<file path="config.mk">
export PLATFORM = sky130hd
export DESIGN_NAME = ptr_agen
export DESIGN_NICKNAME = d
export VERILOG_FILES = /design/src/rtl/ptr_agen_pkg.sv /design/src/rtl/ptr_bank.sv /design/src/rtl/ptr_alu.sv /design/src/rtl/ptr_agen.sv
export SDC_FILE = /design/constraint.sdc
export NUM_CORES = 1
export LEC_CHECK = 0
export ABC_AREA = 1
export CAP_MARGIN = 10
export CORE_ASPECT_RATIO = 0.8
export CORE_MARGIN = 1
export CORE_UTILIZATION = 55
export CTS_CLUSTER_SIZE = 8
export DETAILED_ROUTE_END_ITERATION = 8
export GPL_TIMING_DRIVEN = 0
export PLACE_DENSITY = 0.76
export SYNTH_ARGS = -nofsm -noshare
export SYNTH_HDL_FRONTEND = slang
export SYNTH_SLANG_ARGS = --single-unit
</file>
<file path="constraint.sdc">
create_clock -name clk -period 4.7 [get_ports clk]
set_input_delay 0.47 -clock clk [delete_from_list [all_inputs] [get_ports clk]]
set_output_delay 0.47 -clock clk [all_outputs]
set_load 0.01 [all_outputs]
</file>
<file path="src/rtl/ptr_agen_pkg.sv">
package ptr_agen_pkg;

    typedef enum logic [2:0] {
        MODE_PLAIN    = 3'd0,
        MODE_INDEX    = 3'd1,
        MODE_POST_INC = 3'd2,
        MODE_POST_DEC = 3'd3,
        MODE_PRE_INC  = 3'd4,
        MODE_PRE_DEC  = 3'd5,
        MODE_PUSH     = 3'd6,
        MODE_POP      = 3'd7
    } ptr_mode_e;

    // Fixed width of a return-address slot on a stack, as a shift amount
    localparam logic [1:0] STACK_SIZE_LOG2 = 2'd2;

    function automatic logic is_post(ptr_mode_e m);
        return (m == MODE_POST_INC) || (m == MODE_POST_DEC) || (m == MODE_PUSH);
    endfunction

    function automatic logic is_pre(ptr_mode_e m);
        return (m == MODE_PRE_INC) || (m == MODE_PRE_DEC) || (m == MODE_POP);
    endfunction

    function automatic logic is_down(ptr_mode_e m);
        return (m == MODE_POST_DEC) || (m == MODE_PRE_DEC) || (m == MODE_POP);
    endfunction

endpackage

</file>
<file path="src/rtl/ptr_bank.sv">
module ptr_bank #(
    parameter int NUM_PTRS = 8,
    parameter int AW       = 16,
    localparam int IW      = $clog2(NUM_PTRS)
) (
    input  logic          clk,
    input  logic          rst,
    input  logic [IW-1:0] cur_idx,
    output logic [AW-1:0] cur_val,
    input  logic [IW-1:0] rd_idx,
    output logic [AW-1:0] rd_val,
    input  logic          wb_en,
    input  logic [IW-1:0] wb_idx,
    input  logic [AW-1:0] wb_val,
    input  logic          set_en,
    input  logic [IW-1:0] set_idx,
    input  logic [AW-1:0] set_val
);
    logic [AW-1:0] ptr_q [NUM_PTRS];

    always_ff @(posedge clk) begin
        for (int i = 0; i < NUM_PTRS; i++) begin
            if (rst)
                ptr_q[i] <= '0;
            else if (wb_en && wb_idx == IW'(i))
                ptr_q[i] <= wb_val;
            else if (set_en && set_idx == IW'(i))
                ptr_q[i] <= set_val;
        end
    end

    assign cur_val = ptr_q[cur_idx];
    assign rd_val  = ptr_q[rd_idx];

    AST_RESET_CLEARS: assert property (@(posedge clk) rst |=> (rd_val == '0 && cur_val == '0));

    AST_WB_BEATS_SET: assert property (@(posedge clk) disable iff (rst)
        (wb_en && set_en && wb_idx == set_idx) |=> ptr_q[$past(wb_idx)] == $past(wb_val));

    for (genvar g = 0; g < NUM_PTRS; g++) begin : g_iso
        AST_OTHERS_HOLD: assert property (@(posedge clk) disable iff (rst)
            (!(wb_en && wb_idx == IW'(g)) && !(set_en && set_idx == IW'(g)))
            |=> $stable(ptr_q[g]));
    end

endmodule

</file>
<file path="src/rtl/ptr_alu.sv">
module ptr_alu
    import ptr_agen_pkg::*;
#(
    parameter int AW = 16
) (
    input  ptr_mode_e     mode,
    input  logic [1:0]    size,
    input  logic [5:0]    index,
    input  logic          inv,
    input  logic [AW-1:0] cur,
    output logic [AW-1:0] ea,
    output logic          wb_en,
    output logic [AW-1:0] wb_val
);
    logic [1:0]    shamt;
    logic [AW-1:0] step;
    logic [AW-1:0] scaled;
    logic [AW-1:0] moved;
    logic [AW-1:0] base_ea;

    always_comb begin
        shamt  = (mode == MODE_PUSH || mode == MODE_POP) ? STACK_SIZE_LOG2 : size;
        step   = {{(AW-1){1'b0}}, 1'b1} << shamt;
        scaled = {{(AW-6){index[5]}}, index} << size;
        moved  = is_down(mode) ? (cur - step) : (cur + step);

        unique case (mode)
            MODE_PLAIN: base_ea = cur;
            MODE_INDEX: base_ea = cur + scaled;
            default:    base_ea = is_pre(mode) ? moved : cur;
        endcase

        wb_en  = is_pre(mode) || is_post(mode);
        wb_val = moved;
        ea     = inv ? ~base_ea : base_ea;
    end

endmodule

</file>
<file path="src/rtl/ptr_agen.sv">
module ptr_agen
    import ptr_agen_pkg::*;
#(
    parameter int NUM_TASKS = 4,
    parameter int AW        = 16,
    localparam int TW       = $clog2(NUM_TASKS),
    localparam int NUM_PTRS = NUM_TASKS * 2,
    localparam int IW       = TW + 1
) (
    input  logic          clk,
    input  logic          rst,
    input  logic          req_valid,
    input  logic [TW-1:0] req_task,
    input  logic          req_sel,
    input  logic [2:0]    req_mode,
    input  logic [5:0]    req_index,
    input  logic [1:0]    req_size,
    input  logic          req_inv,
    input  logic          set_valid,
    input  logic [TW-1:0] set_task,
    input  logic          set_sel,
    input  logic [AW-1:0] set_value,
    input  logic [TW-1:0] get_task,
    input  logic          get_sel,
    output logic [AW-1:0] get_value,
    output logic [AW-1:0] ea,
    output logic          wb_valid,
    output logic [AW-1:0] wb_value
);
    ptr_mode_e     mode;
    logic [AW-1:0] cur_ptr;
    logic          alu_wb;
    logic [IW-1:0] req_idx;

    assign mode    = ptr_mode_e'(req_mode);
    assign req_idx = {req_task, req_sel};

    ptr_bank #(.NUM_PTRS(NUM_PTRS), .AW(AW)) i_bank (
        .clk     (clk),
        .rst     (rst),
        .cur_idx (req_idx),
        .cur_val (cur_ptr),
        .rd_idx  ({get_task, get_sel}),
        .rd_val  (get_value),
        .wb_en   (wb_valid),
        .wb_idx  (req_idx),
        .wb_val  (wb_value),
        .set_en  (set_valid),
        .set_idx ({set_task, set_sel}),
        .set_val (set_value)
    );

    ptr_alu #(.AW(AW)) i_alu (
        .mode   (mode),
        .size   (req_size),
        .index  (req_index),
        .inv    (req_inv),
        .cur    (cur_ptr),
        .ea     (ea),
        .wb_en  (alu_wb),
        .wb_val (wb_value)
    );

    assign wb_valid = req_valid && alu_wb;

    AST_READ_NO_WB: assert property (@(posedge clk) disable iff (rst)
        (req_valid && (mode == MODE_PLAIN || mode == MODE_INDEX)) |-> !wb_valid);

    AST_POST_AT_PTR: assert property (@(posedge clk) disable iff (rst)
        (req_valid && !req_inv && is_post(mode)) |-> ea == cur_ptr);

    AST_PRE_AT_NEW: assert property (@(posedge clk) disable iff (rst)
        (req_valid && !req_inv && is_pre(mode)) |-> ea == wb_value);

    AST_INV_PRE: assert property (@(posedge clk) disable iff (rst)
        (req_valid && req_inv && is_pre(mode)) |-> ea == ~wb_value);

    AST_WB_LANDS: assert property (@(posedge clk) disable iff (rst)
        (wb_valid && get_task == req_task && get_sel == req_sel)
        |=> ($stable(get_task) && $stable(get_sel)) -> get_value == $past(wb_value));

endmodule

</file>
# == After elaboration in Yosys (flattened, before gate mapping) ==
# Memories as Yosys holds them, arrays and structs flattened.
# Index checks and enable logic that the tools add are counted.
# word_totals
reg_bits,0
ram_bits,128
n_memories,1
# op_classes
add_sub_neg,3
eq_ne,21
n_shift,2
n_mux,79
n_bitwise,17
n_reduce_logical,28
# memory_table
memory,depth,word_bits,rd,rd_ports_with_merged_regs,write_ports,line,text
i_bank.ptr_q,8,16,2,0,8,ptr_bank.sv:19,logic [AW-1:0] ptr_q [NUM_PTRS];
# op_table
cell,n
two-way mux 16 bit,19
two-way mux 1 bit,58
== test 3 bit (second input constant),12
adder 16 bit,2
case mux 16 bit (2 select lines),1
== test 3 x 2 -> 1 bit (second input constant),6
logical AND 1 bit,17
NOT 16 bit,1
OR 1 bit,16
<< shifter 1 x 2 -> 16 bit (first input constant),1
<< shifter 16 x 2 -> 16 bit,1
subtractor 16 bit,1
== test 3 x 1 -> 1 bit (second input constant),3
logical NOT 3 bit,3
logical OR 1 bit,8
two-way mux 2 bit,1

# == Longest topological paths before layout ==
# Gate-level depths: netlist of the first run.
# depth
ltp_word,11
ltp_mapped,27

# == Modules after synthesis ==
# From an unflattened synthesis of the first run, not the netlist that was laid out.
# unflattened
hier_cells,1629
area_unflattened_um2,11101.9
# modules_own_cells
module,instances,cells_each,area_per_inst_um2,seq_area_each_um2
ptr_bank,1,1103,8409.3,3843.7
ptr_alu,1,524,2685.1,0.0
ptr_agen,1,2,7.5,0.0

# == Least setup slack after synthesis of the first run ==
# OpenSTA, ideal clock, no wires.
# synth_timing
path_kind,input -> output
startpoint,in req_sel
endpoint,out ea[5]
arrival_time_ns,3.290
setup_slack_ns,0.940
cell_stages,18
path_buffers,4
cell_sequence,buf_6 -> buf_12 -> nor2_4 -> buf_6 -> buf_2 -> a22oi_1 -> a32oi_1 -> ha_1 -> nand3_1 -> nand3_1 -> nand2_1 -> nand2_1 -> nand2_1 -> nand2_1 -> xor2_1 -> inv_2 -> o221ai_1 -> xor2_1
# synth_via
elab_chain_cells,7
elab_cells_between_ends,9
# synth_lines
item,line,text
from (decl),ptr_agen.sv:14,"input logic req_sel,"
memory read (8 x 16 bit) (*),-,
adder 16 bit or subtractor 16 bit (tied branches),ptr_alu.sv:25,moved = is_down(mode) ? (cur - step) : (cur + step);
two-way mux 16 bit (*),ptr_alu.sv:25,
named net wb_value[5],ptr_agen.sv:28,output logic [AW-1:0] wb_value
two-way mux 16 bit (*),ptr_alu.sv:30,default: base_ea = is_pre(mode) ? moved : cur;
case mux 16 bit (2 select lines) (*),ptr_alu.sv:27,unique case (mode)
NOT 16 bit,ptr_alu.sv:35,ea = inv ? ~base_ea : base_ea;
two-way mux 16 bit (*),ptr_alu.sv:35,
to (decl),ptr_agen.sv:26,"output logic [AW-1:0] ea,"
# The timed path passes the listed nets; every way through them passes the cells marked *.

# == Worst setup path after layout of the first run ==
# layout_timing
startpoint,in req_task[0]
endpoint,out ea[12]
# layout_via
elab_chain_cells,7
elab_cells_between_ends,9
# layout_lines
item,line,text
from (decl),ptr_agen.sv:13,"input logic [TW-1:0] req_task,"
memory read (8 x 16 bit) (*),-,
adder 16 bit or subtractor 16 bit (tied branches),ptr_alu.sv:25,
two-way mux 16 bit,ptr_alu.sv:25,
two-way mux 16 bit,ptr_alu.sv:30,
case mux 16 bit (2 select lines) (*),ptr_alu.sv:27,
NOT 16 bit,ptr_alu.sv:35,
two-way mux 16 bit (*),ptr_alu.sv:35,
# Mark *: on every way between the ends. The rest lies on a longest branch, timed or not.

==> flow_metrics.tcl, run 1 <==
set metrics [dict create \
    power.total_mw 3.99 \
    maxSlewHeadroom_pct 32.5 \
    tightest_slew_ns 1.01 \
    min_path_type "in2reg" \
    avgSynthCellArea_sq_um 7.87 \
    yosys_warnings 0 \
    wl_per_cell_um 25.1 \
    clock_sinks 128 \
    cp.arrival_ns 4.10 \
    r2r_end "i_bank.ptr_q[6][14]" \
    antenna_found_initial 0 \
    dpl_cell_area_sq_um 10700 \
    hold_violations 0 \
    grt.met1_usage_pct 61.8 \
    crit_fanout 10 \
    die_h_um 120 \
    initialDrtViolationCount 1883 \
    numCtsBuffers 17 \
    synth_top_flop_cell "edfxtp_1" \
    powerDensity_nw_per_um2 342 \
    cts.clk_slew.worst_paths_ns 0.06 \
    layout_common_cells "178 x nand2_1, 135 x nor2_1, 128 x edfxtp_1" \
    synth-seq-cells 128 \
    grt_util_met2_pct 62.8 \
    rsz0062_at_grt "true" \
    num_rows 42 \
    port_buffers 84 \
    pre_cts_ws_ns -1.04 \
    die-width_um 149 \
    timing.final.ws_setup_ns 0.131 \
    async_flop_share_pct 0 \
    largest_register "i_bank.ptr_q" \
    placed_cells 1519 \
    finalWeightedCongestion 0.988 \
    hold_depth 5 \
    h-tree-depth 4 \
    status "finished, final reports clean" \
    layout_commonest_cell "nand2_1" \
    ant_nets 0 \
    startpoint "req_task[0]" \
    power.leakage_nw 4.81 \
    setup_viol 0 \
    ys_types 50 \
    top_usage_layer "met2" \
    period_share_pct 97.2 \
    nNetsFinal 1400 \
    utilization_pct 69.6 \
    layout_min_cycle_time_ns 4.57 \
    path_class "in2out" \
    synthCells 1215 \
    fin_area_sq_um 11700 \
    whs_ns 0.765 \
    cts_buffer_depth 2 \
    startpoint_type "input pin" \
    cp-end-kind "output pin" \
    routed-via-count 10700 \
    final_cells 1557 \
    drc 0 \
    cts_tree "yes" \
    grt_overflow_total 0 \
    fin_tns_setup_ns 0 \
    area_delta_synth_final_pct 21.9 \
    track_usage_pct 43.9 \
    via_per_inst 6.86 \
    ys_seq_area_share_pct 40.2 \
    routed_wl_mm 39.1 \
    largest_reg_flops 128 \
    r2r-start "i_bank.ptr_q[5][1]" \
    dieArea_sq_um 17900 \
    grt_pass1_wl_mm 57.2 \
    io_pins 90 \
    largestRegisters "i_bank.ptr_q: 128 flops" \
    start_util_pct 57.1 \
    drv_cap 0 \
    grt_max_degree 17 \
    diodes 0 \
    cts_root_buffer "clkbuf_16" \
    hold_buffers 0 \
    vdd_drop_max_mv 0.265 \
    fin_worst_skew_ns 0.0106 \
    worstSetupEndpoint "ea[12]" \
    reg2reg_slack_ns 1.45 \
    drive_above_1_share_pct 11.8 \
    dr.pass1.iters 7 \
    clk_latency_ns 0.44 \
    fmax_ghz 0.219 \
    grt_pass1_vias 9802 \
    synth_edf_count 128 \
    core_area_sq_um 16800 \
    grt_use_met3_pct 14.0 \
    rr_worst_depth 17 \
    maxSlewViolCount 0 \
    dp_hpwl_mm 28.3 \
    synth_area_sq_um 9570 \
    synth_nets 1289 \
    cp.required_ns 4.23 \
]
Yosys cell counts, types with 2 or more instances:
cell type,number,area (sq um)
buf_4,2,15.0
nand3_2,2,20.0
nor2_1,137,514
nand4_1,13,81.3
buf_1,4,15.0
buf_6,4,45.0
nand2_1,185,694
a211oi_1,2,15.0
nor2_4,3,33.8
clkinv_1,2,7.51
a221oi_1,3,26.3
nor2_2,2,12.5
nand3b_1,6,45.0
ha_1,31,388
a31oi_1,23,144
nor3_1,12,60.1
clkbuf_1,43,161
nand2_2,16,100
o21ai_0,114,571
edfxtp_1,128,3840
fa_1,2,40.0
inv_2,14,52.6
xor2_1,15,131
o21ai_1,13,65.1
inv_1,107,402
a22oi_1,48,360
or2_2,4,25.0
a21oi_1,59,295
o211ai_1,5,37.5
mux2i_1,4,40.0
o221ai_1,4,35.0
nand3_1,54,270
o22ai_1,119,744
buf_2,13,65.1
a21o_1,3,22.5
o21bai_1,5,37.5
layout make-up:
type,count,area (sq um)
plain buffers,65,383
clock buffers,18,429
clock inverters,12,97.6
fillers,1431,5100
inverters,124,475
multi-input cells,896,5240
flip-flops and latches,128,3840
well taps,220,275
repair buffers,94,922
worst max-delay path, stage by stage:
cell	delay, ns
buf_4	0.20
inv_4	0.11
nor2_4	0.33
buf_4	0.33
a22oi_1	0.11
nand2_1	0.13
nor2_1	0.07
a31oi_2	0.25
ha_1	0.34
a21oi_1	0.20
o21ai_0	0.11
a21oi_1	0.17
nand2_1	0.07
nand2_1	0.07
nand2_2	0.17
inv_4	0.15
nand2_1	0.08
nand2_1	0.09
nand2_1	0.04
nand2_1	0.06
clkdlybuf4s50_1	0.54
where the power goes:
group	internal [mW]	switching, mW
Sequential	1.33	0.0388
Combinational	0.508	0.886
Clock	0.712	0.515
how the worst min path moves through the flow:
stage                  from  slack [ns]                  end
2_1_floorplan  set_value[2]        0.77   i_bank.ptr_q[4][2]
3_3_place_gp   set_value[2]        1.24   i_bank.ptr_q[4][2]
3_5_place_dp   set_value[2]        1.24   i_bank.ptr_q[4][2]
4_1_cts         req_task[0]        0.77  i_bank.ptr_q[7][13]
5_1_grt         req_task[0]        0.78  i_bank.ptr_q[7][13]
6_report        req_task[0]        0.76  i_bank.ptr_q[7][13]
per-layer routing:
metal | vias to the layer above | part of all wire (%)
li1 | 4615 | -
met1 | 4863 | 37
met2 | 1024 | 41
met3 | 185 | 18
met4 | 0 | 4.6
met5 | - | 0
what timing repair did:
action / CTS / global route
setup buffers: 7 / 3
endpoints found under the setup margin: 25 / 18
gates resized for setup: 53 / 58
pin swaps: 8 / 7
cells by family (layout without fill, tap and decap cells):
logic type      Yosys count  in the layout  share of synthesized area [%]
buf+inv                 191            313                           8.25
xor+xnor                 17             17                           1.71
simple gates            438            438                           19.9
compound gates          404            404                           25.1
flops                   128            128                           40.2
mux                       4              4                          0.418
fa+ha+maj                33             33                           4.47
No activity file was read; power rests on OpenSTA's default activity.
==> run 2, diff against run 1 <==
--- a/config.mk
+++ b/config.mk
@@ -9,11 +9,11 @@
 export CAP_MARGIN = 10
 export CORE_ASPECT_RATIO = 0.8
 export CORE_MARGIN = 1
-export CORE_UTILIZATION = 55
+export CORE_UTILIZATION = 32
 export CTS_CLUSTER_SIZE = 8
 export DETAILED_ROUTE_END_ITERATION = 8
 export GPL_TIMING_DRIVEN = 0
-export PLACE_DENSITY = 0.76
+export PLACE_DENSITY = 0.49
 export SYNTH_ARGS = -nofsm -noshare
 export SYNTH_HDL_FRONTEND = slang
 export SYNTH_SLANG_ARGS = --single-unit
==> run 2 against run 1 <==
Critical path depth is 2 lower. Clock-buffer cell count stayed put. Largest power group is now the clock network. Critical path type unchanged. Die area is 71% higher.
==> flow_metrics.tcl, run 2 (synthesis gave the netlist of run 1 again) <==
set metrics [dict create \
    startpoint_type "input pin" \
    clk_latency_ns 0.43 \
    status "finished, final reports clean" \
    io_pins 90 \
    track_usage_pct 27.9 \
    powerDensity_nw_per_um2 354 \
    hold_start "req_task[0]" \
    cp.arrival_ns 4.12 \
    die_h_um 157 \
    port_buffers 84 \
    rr_worst_depth 17 \
    drive_above_1_share_pct 12.4 \
    hold_violations 0 \
    rsz0062_at_grt "true" \
    hold_depth 5 \
    clockPowerShare_pct 35.0 \
    reg2reg_slack_ns 1.40 \
    cp.required_ns 4.23 \
    crit_fanout 10 \
    die-width_um 195 \
    ant_nets 0 \
    fmax_ghz 0.218 \
    drv_cap 0 \
    dieArea_sq_um 30600 \
    routed-via-count 10300 \
    grt_pass1_wl_mm 61.5 \
    cts_root_buffer "clkbuf_16" \
    via_per_inst 6.00 \
    path_class "in2out" \
    largestRegisters "i_bank.ptr_q: 128 flops" \
    nNetsFinal 1400 \
    hold_end "i_bank.ptr_q[7][13]" \
    fill_cells 2971 \
    antenna_found_initial 0 \
    start_util_pct 32.6 \
    cts_buffer_depth 2 \
    p_int_mw 2.78 \
    clock_sinks 128 \
    h-tree-depth 4 \
    swShare_pct 34.6 \
    sequentialPowerShare_pct 32.3 \
    min_path_type "in2reg" \
    grt_overflow_total 0 \
    fin_worst_skew_ns 0.0127 \
    power.total_mw 4.24 \
    dp_hpwl_mm 32.5 \
    fin_tns_setup_ns 0 \
    drc 0 \
    hold_buffers 0 \
    maxSlewHeadroom_pct 35.7 \
    core_area_sq_um 29400 \
    maxSlewViolCount 0 \
    cts_tree "yes" \
    vdd_drop_max_mv 0.264 \
    comb_power_share_pct 32.7 \
    area_delta_synth_final_pct 25.2 \
    layout_min_cycle_time_ns 4.59 \
    num_rows 56 \
    r2r-start "i_bank.ptr_q[3][0]" \
    routed_wl_mm 43.1 \
    wl_per_cell_um 25.1 \
    diodes 0 \
    largest_reg_flops 128 \
    numCtsBuffers 17 \
    tightest_slew_ns 0.963 \
    layout_commonest_cell "nand2_1" \
    r2r_end "i_bank.ptr_q[4][8]" \
    p_sw_mw 1.47 \
    power.leakage_nw 4.86 \
    period_share_pct 97.8 \
    largest_register "i_bank.ptr_q" \
    cts.clk_slew.worst_paths_ns 0.06 \
    cp-end-kind "output pin" \
    finalWeightedCongestion 0.971 \
    grt_max_degree 17 \
    layout_common_cells "177 x nand2_1, 135 x nor2_1, 128 x edfxtp_1" \
    setup_viol 0 \
    grt_pass1_vias 9230 \
    initialDrtViolationCount 1534 \
    dr.pass1.iters 6 \
]
run 2: area by class of cell:
| type | count | area (sq um) | area share, % |
|---|---|---|---|
| Tap cell | 377 | 472 | 3.94 |
| Timing Repair Buffer | 94 | 927 | 7.74 |
| Clock buffer | 18 | 429 | 3.58 |
| Buffer | 65 | 383 | 3.20 |
| Sequential cell | 128 | 3840 | 32.1 |
| Clock inverter | 14 | 215 | 1.80 |
| Inverter | 124 | 473 | 3.95 |
| Multi-Input combinational cell | 896 | 5240 | 43.7 |
run 2: per-stage QoR:
| step | instance area [sq um] | cells | worst slack, ns | hold slack [ns] | util [%] |
|---|---|---|---|---|---|
| 6_report | 12000 | 1716 | 0.106 | 0.721 | 40.8 |
| 5_1_grt | 12000 | 1716 | -0.0647 | 0.761 | 40.8 |
| 4_1_cts | 11800 | 1712 | -0.00177 | 0.797 | 40.0 |
| 3_5_place_dp | 10900 | 1676 | -1.07 | 1.19 | 37.1 |
| 3_3_place_gp | 10900 | 1676 | -1.09 | 1.19 | 37.1 |
| 2_1_floorplan | 9570 | 1215 | 0.940 | 0.771 | - |
run 2: worst max-delay path by stage:
stage	slack [ns]	to	start
floorplan	0.94	ea[5]	req_sel
detailed placement	-1.07	ea[9]	req_task[1]
finish	0.11	ea[13]	req_sel
global placement	-1.09	ea[9]	req_task[1]
global route	-0.06	ea[10]	req_sel
CTS	-0.002	ea[11]	req_sel
run 2: what timing repair did:
item	CTS	global route
setup endpoints to repair	27	16
resized for setup	56	54
setup buffers	6	4
pin swaps	6	12
endpoints found under the hold margin	0	0
run 2: layer usage:
layer / share of wire (%) / global-route usage (%) / vias to the layer above / wire length, um
li1: - / - / 4619 / -
met1: 46 / 42.5 / 4988 / 20000
met2: 42 / 40.6 / 627 / 18000
met3: 10 / 4.16 / 60 / 4290
met4: 1.8 / 7.05 / 0 / 762
met5: 0 / 0 / - / 0
run 2: power by group through the flow:
stage	registers, mW	clock network [mW]	logic (mW)
2_1_floorplan	1.38	0	0.724
3_3_place_gp	1.39	0	1.26
3_5_place_dp	1.39	0	1.26
4_1_cts	1.37	1.48	1.32
5_1_grt	1.38	1.52	1.48
6_report	1.37	1.49	1.39
run 2: worst max-delay path, cell delays in order:
cell and delay (ns):
buf_6 0.13, buf_12 0.16, nor2_4 0.11, buf_6 0.19, buf_4 0.28, a21oi_1 0.14
a32oi_2 0.27, buf_4 0.20, ha_1 0.22, nand3_1 0.13, nand2_2 0.11, nand3_1 0.10
nand4_1 0.23, a31o_2 0.28, or2_2 0.26, nand2_1 0.09, nand4_1 0.09, nand2_1 0.11
clkdlybuf4s50_1 0.53
